### src/rtl/jtag_mon_pkg.sv
package jtag_mon_pkg;

  typedef enum logic [3:0] {
    TAP_RESET   = 4'd0,
    TAP_IDLE    = 4'd1,
    TAP_SEL_DR  = 4'd2,
    TAP_CAP_DR  = 4'd3,
    TAP_SH_DR   = 4'd4,
    TAP_EX1_DR  = 4'd5,
    TAP_PAU_DR  = 4'd6,
    TAP_EX2_DR  = 4'd7,
    TAP_UPD_DR  = 4'd8,
    TAP_SEL_IR  = 4'd9,
    TAP_CAP_IR  = 4'd10,
    TAP_SH_IR   = 4'd11,
    TAP_EX1_IR  = 4'd12,
    TAP_PAU_IR  = 4'd13,
    TAP_EX2_IR  = 4'd14,
    TAP_UPD_IR  = 4'd15
  } tap_state_e;

  function automatic tap_state_e tap_next(input tap_state_e s, input logic m);
    tap_state_e n;
    unique case (s)
      TAP_RESET:  n = m ? TAP_RESET  : TAP_IDLE;
      TAP_IDLE:   n = m ? TAP_SEL_DR : TAP_IDLE;
      TAP_SEL_DR: n = m ? TAP_SEL_IR : TAP_CAP_DR;
      TAP_CAP_DR: n = m ? TAP_EX1_DR : TAP_SH_DR;
      TAP_SH_DR:  n = m ? TAP_EX1_DR : TAP_SH_DR;
      TAP_EX1_DR: n = m ? TAP_UPD_DR : TAP_PAU_DR;
      TAP_PAU_DR: n = m ? TAP_EX2_DR : TAP_PAU_DR;
      TAP_EX2_DR: n = m ? TAP_UPD_DR : TAP_SH_DR;
      TAP_UPD_DR: n = m ? TAP_SEL_DR : TAP_IDLE;
      TAP_SEL_IR: n = m ? TAP_RESET  : TAP_CAP_IR;
      TAP_CAP_IR: n = m ? TAP_EX1_IR : TAP_SH_IR;
      TAP_SH_IR:  n = m ? TAP_EX1_IR : TAP_SH_IR;
      TAP_EX1_IR: n = m ? TAP_UPD_IR : TAP_PAU_IR;
      TAP_PAU_IR: n = m ? TAP_EX2_IR : TAP_PAU_IR;
      TAP_EX2_IR: n = m ? TAP_UPD_IR : TAP_SH_IR;
      TAP_UPD_IR: n = m ? TAP_SEL_DR : TAP_IDLE;
      default:    n = TAP_RESET;
    endcase
    return n;
  endfunction

endpackage

### src/rtl/jtag_mon_sync.sv
module jtag_mon_sync #(
  parameter int unsigned          STAGES    = 2,
  parameter int unsigned          LANES     = 3,
  parameter logic [LANES-1:0]     RESET_VAL = '0
) (
  input  logic             clk_i,
  input  logic             rst_ni,
  input  logic [LANES-1:0] async_i,
  output logic [LANES-1:0] sync_o
);

  for (genvar l = 0; l < LANES; l++) begin : g_lane
    logic [STAGES-1:0] q;
    always_ff @(posedge clk_i or negedge rst_ni) begin
      if (!rst_ni) q <= {STAGES{RESET_VAL[l]}};
      else         q <= {q[STAGES-2:0], async_i[l]};
    end
    assign sync_o[l] = q[STAGES-1];
  end

endmodule

### src/rtl/jtag_mon_tap.sv
module jtag_mon_tap
  import jtag_mon_pkg::*;
(
  input  logic       clk_i,
  input  logic       rst_ni,
  input  logic       step_i,
  input  logic       tms_i,
  output tap_state_e state_o
);

  tap_state_e state_q;

  always_ff @(posedge clk_i or negedge rst_ni) begin
    if (!rst_ni)     state_q <= TAP_RESET;
    else if (step_i) state_q <= tap_next(state_q, tms_i);
  end

  assign state_o = state_q;

endmodule

### src/rtl/jtag_mon_capture.sv
module jtag_mon_capture
  import jtag_mon_pkg::*;
#(
  parameter int unsigned ID_W = 32
) (
  input  logic            clk_i,
  input  logic            rst_ni,
  input  logic            step_i,
  input  logic            tms_i,
  input  logic            tdo_i,
  input  tap_state_e      state_i,
  output logic [ID_W-1:0] id_o,
  output logic            valid_o,
  output logic            len_err_o
);

  localparam int unsigned CNT_W = $clog2(ID_W + 1) + 1;
  localparam logic [CNT_W-1:0] CNT_MAX  = '1;
  localparam logic [CNT_W-1:0] CNT_GOOD = CNT_W'(ID_W);

  logic [ID_W-1:0]  shift_q, id_q;
  logic [CNT_W-1:0] cnt_q;
  logic             valid_q, err_q;
  logic             enter_cap, enter_upd, do_shift;

  assign enter_cap = step_i && !tms_i && (state_i == TAP_SEL_DR);
  assign enter_upd = step_i &&  tms_i &&
                     ((state_i == TAP_EX1_DR) || (state_i == TAP_EX2_DR));
  // the exit edge out of Shift-DR still carries a data bit
  assign do_shift  = step_i && (state_i == TAP_SH_DR);

  always_ff @(posedge clk_i or negedge rst_ni) begin
    if (!rst_ni) begin
      shift_q <= '0;
      id_q    <= '0;
      cnt_q   <= '0;
      valid_q <= 1'b0;
      err_q   <= 1'b0;
    end else begin
      valid_q <= 1'b0;
      if (enter_cap) begin
        cnt_q <= '0;
        err_q <= 1'b0;
      end
      if (do_shift) begin
        shift_q <= {tdo_i, shift_q[ID_W-1:1]};
        if (cnt_q != CNT_MAX) cnt_q <= cnt_q + 1'b1;
      end
      if (enter_upd) begin
        if (cnt_q == CNT_GOOD) begin
          id_q    <= shift_q;
          valid_q <= 1'b1;
        end else begin
          err_q   <= 1'b1;
        end
      end
    end
  end

  assign id_o      = id_q;
  assign valid_o   = valid_q;
  assign len_err_o = err_q;

endmodule

### src/rtl/jtag_idcode_monitor.sv
module jtag_idcode_monitor
  import jtag_mon_pkg::*;
#(
  parameter int unsigned ID_W        = 32,
  parameter int unsigned SYNC_STAGES = 2
) (
  input  logic            clk_i,
  input  logic            rst_ni,
  input  logic            tck_i,
  input  logic            tms_i,
  input  logic            tdo_i,
  output logic [3:0]      state_o,
  output logic [ID_W-1:0] id_o,
  output logic            id_valid_o,
  output logic            len_err_o
);

  // lane order: {tdo, tms, tck}; idle-high pull-ups on tms and tdo
  logic [2:0] pins_s;
  logic       tck_s, tms_s, tdo_s, tck_q, tck_rise;
  tap_state_e state;

  jtag_mon_sync #(
    .STAGES    (SYNC_STAGES),
    .LANES     (3),
    .RESET_VAL (3'b110)
  ) u_sync (
    .clk_i   (clk_i),
    .rst_ni  (rst_ni),
    .async_i ({tdo_i, tms_i, tck_i}),
    .sync_o  (pins_s)
  );

  assign tck_s = pins_s[0];
  assign tms_s = pins_s[1];
  assign tdo_s = pins_s[2];

  always_ff @(posedge clk_i or negedge rst_ni) begin
    if (!rst_ni) tck_q <= 1'b0;
    else         tck_q <= tck_s;
  end

  assign tck_rise = tck_s && !tck_q;

  jtag_mon_tap u_tap (
    .clk_i   (clk_i),
    .rst_ni  (rst_ni),
    .step_i  (tck_rise),
    .tms_i   (tms_s),
    .state_o (state)
  );

  jtag_mon_capture #(.ID_W(ID_W)) u_cap (
    .clk_i     (clk_i),
    .rst_ni    (rst_ni),
    .step_i    (tck_rise),
    .tms_i     (tms_s),
    .tdo_i     (tdo_s),
    .state_i   (state),
    .id_o      (id_o),
    .valid_o   (id_valid_o),
    .len_err_o (len_err_o)
  );

  assign state_o = state;

endmodule

### config.mk
export PLATFORM = sky130hd
export DESIGN_NAME = jtag_idcode_monitor
export DESIGN_NICKNAME = d
export VERILOG_FILES = /design/src/rtl/jtag_mon_pkg.sv /design/src/rtl/jtag_mon_sync.sv /design/src/rtl/jtag_mon_tap.sv /design/src/rtl/jtag_mon_capture.sv /design/src/rtl/jtag_idcode_monitor.sv
export SDC_FILE = /design/constraint.sdc
export NUM_CORES = 1
export LEC_CHECK = 0
export BUFFER_PORTS_ARGS = -buffer_cell sky130_fd_sc_hd__buf_2
export CAP_MARGIN = 20
export CORE_MARGIN = 2
export CORE_UTILIZATION = 35
export CTS_BUF_LIST = sky130_fd_sc_hd__clkbuf_4 sky130_fd_sc_hd__clkbuf_8 sky130_fd_sc_hd__clkbuf_16
export DETAILED_ROUTE_END_ITERATION = 10
export GPL_ROUTABILITY_DRIVEN = 0
export MAX_ROUTING_LAYER = met4
export RECOVER_POWER = 50
export SYNTH_ARGS = -nofsm -noshare
export SYNTH_HDL_FRONTEND = slang
export SYNTH_HIERARCHICAL = 1
export SYNTH_SLANG_ARGS = --single-unit
### constraint.sdc
create_clock -name clk_i -period 1.85 [get_ports clk_i]
set_input_delay 0 -clock clk_i [delete_from_list [all_inputs] [get_ports clk_i]]
set_output_delay 0 -clock clk_i [all_outputs]
set_load 0.01 [all_outputs]
==> results.txt <==
Run status: completed
Reg-to-Reg Start: tck_q
Reg2reg end: u_cap/len_err_o
Routed vias: 2343
Post-synth ARST share: 100.0%
Port Buffers: 42
I/O pin cnt: 43
Top-count cell post-synth: nand2_1
Cells after synthesis: 315
Vias in the first global route: 2301
Die area: 11360 um2
Register Area: 2107 um2
DRC errors left: 0
Multi-input logic area: 1390 um2
Slowest stage cell, crit path: or4_1
Iter 0 DRT Violations: 141
Final hold vios: 0
Crit path capture type: flop
Clk buf depth: 2
Peak supply drop: 0.0004634 V
Syn nets: 322
Critical path startpoint category: flop
Unrepaired setup endpoints after global routing: no
Worst Reg-to-Reg Cells: 4
FMAX: 611.9 MHz
FF-to-FF setup slack: 220 ps
Power Density: 945.0 nW/um2
Post-synth top cells: nand2_1 (103), dfrtp_1 (80), mux2_4 (29), inv_1 (8), clkbuf_1 (7)
Mean Syn Cell Area: 11.69 um2
Total of max-cap violations: 0
Largest net degree at the start of global routing: 40
Post-synth top area cell: dfrtp_1
GRT Total Usage: 12.86%
Area growth syn-to-layout: 15.90%
Top cell type's share of synthesized area: 54.37%
Clock slew at reported path FFs: 100 ps
TNS Setup: 0 ps
Slowest stage delay, CP: 580 ps
First-pass GRT wire length: 11.30 mm
Setup violations, final: 0
CP required: 2090 ps
Worst Skew: 13.37 ps
#FFs+latches synth: 84
Initial antenna violation count: 0
Die H: 106.6 um
Slew margin rel.: 44.48%
Row cnt: 37
CTS tree: built
Antenna viol nets, final: 0
Core area: 10280 um2
Post-synth design cell area: 3682 um2
Yosys warns: 6
Share of cells above drive strength 1: 28.69%
Antenna cells: 0
Grt ovf: 0
Final net count: 375
Fillers: 1013
# clock sinks: 84
LEAKAGE: 2.276 nW
Core Util, Final: 41.53%
Starting density of the core: 35.83%
Clock root buffer: clkbuf_8
Post-detail-place hpwl: 4.377 mm
Detailed Route WL: 6.484 mm
Max-slew violation count: 0
Ranking of synthesized cells by area: dfrtp_1 (54%), mux2_4 (12%), nand2_1 (10%), dfstp_2 (2.9%), buf_12 (1.6%)
Die width: 106.6 um
CP max FO: 6
Worst Hold Class: in2async
Number of flops mapped to enable cells by yosys: 0
1st-pass router iterations: 4
Clock Latency Late Sink: 350 ps
Period utilisation layout: 88.34%
DR vias/cell: 4.603
Post-route minimum period: 1634 ps
Netlist cell types: 49
CP Class: reg2reg
H-tree depth: 3
Crit-path cells: nor2b_4, nand2b_4, or4_1, a22o_2
Critical path arrival: 1880 ps
Main synth FF type: dfrtp_1
WL/cell: 12.74 um
Cts bufs inserted: 9
Pin slew with the least headroom to its limit: 832.7 ps
Sequential area share after synthesis: 57.22%
-- stage by stage --
step / total power, mW / setup WS, ps / cell area (um2) / hold WS, ps / instances
2_1_floorplan: 2.606 / 224.6 / 3682 / -295.6 / 315
3_3_place_gp: 2.850 / 246.4 / 4068 / -26.70 / 489
3_5_place_dp: 2.873 / 226.1 / 4068 / -26.61 / 489
4_1_cts: 4.096 / 209.9 / 4289 / 129.1 / 509
5_1_grt: 4.276 / 114.4 / 4268 / 263.0 / 509
6_report: 4.033 / 215.8 / 4268 / 270.1 / 509
-- where the power goes --
part / internal, mW / switching (mW) / total (mW)
Clock: 0.506 / 0.700 / 1.21
Sequential: 1.95 / 0.0953 / 2.04
Combinational: 0.324 / 0.463 / 0.787
-- worst max-delay path, delay by kind of cell (launching register included) --
kind / cells / cell delay, ps
and+or+nand+nor: 3 / 820
AOI/OAI and AO/OA: 1 / 300
DFF: 1 / 400
-- layout by cell type, fill, tap and decap left out, drive strengths merged, types with 4 or more instances in the layout --
cell,instances
a21oi,5
a31oi,5
buf,44
clkbuf,23
dfrtp,80
dfstp,4
dlygate4sd3,4
inv,11
mux2,32
nand2,103
nand2b,5
o211ai,4
-- layer usage --
metal	vias up	share of wire, %	GRT usage, %
met1	1128	48	17.10
met3	4	4.7	4.377
met4	0	0.51	3.154
li1	1157	-	-
met2	54	46	19.06
met5	-	0	-
-- state kept, by name, summed over array words and instances, names as in the netlist --
signal / cells
u_cap/id_o: 32
u_cap/shift_q: 32
u_cap/cnt_q: 7
u_sync/g_lane.q: 6
u_tap/state_o: 4
tck_q: 1
u_cap/len_err_o: 1
u_cap/valid_o: 1
-- how the worst max path moves through the flow --
stage	startpoint	depth (start not counted)	endpoint
6_report	tck_q	4	u_cap/len_err_o
5_1_grt	rst_ni	3	u_tap/state_o[1]
4_1_cts	tck_q	4	u_cap/len_err_o
3_5_place_dp	u_cap/cnt_q[2]	5	u_cap/id_o[9]
3_3_place_gp	u_cap/cnt_q[2]	5	u_cap/id_o[2]
2_1_floorplan	u_cap/cnt_q[3]	6	u_cap/id_o[10]
-- logic make-up (layout without fill, tap and decap cells) --
logic type,count (synthesis),after routing,synth area share [%]
compound gates,26,26,5.029
xor+xnor,1,1,0.2379
fa+ha+maj,2,2,0.6795
buf+inv,28,86,5.199
flops,84,84,57.22
mux,33,33,13.01
simple gates,141,141,18.62
-- area by class of cell --
type | instances | area share [%]
flip-flops and latches | 84 | 49.37
multi-input cells | 203 | 32.57
repair buffers | 62 | 9.118
well taps | 136 | 3.987
clock buffers | 9 | 2.902
clock inverters | 7 | 1.349
inverters | 8 | 0.7036
-- what timing repair did --
action | 4_1_cts | 5_1_grt
resized for setup | 0 | 0
hold buffers | 4 | 0
endpoints found under the setup margin | 0 | 0
hold endpoints to repair | 84 | 0
setup buffers | 0 | 0
Note: power is estimated with default switching activity, not from simulation.
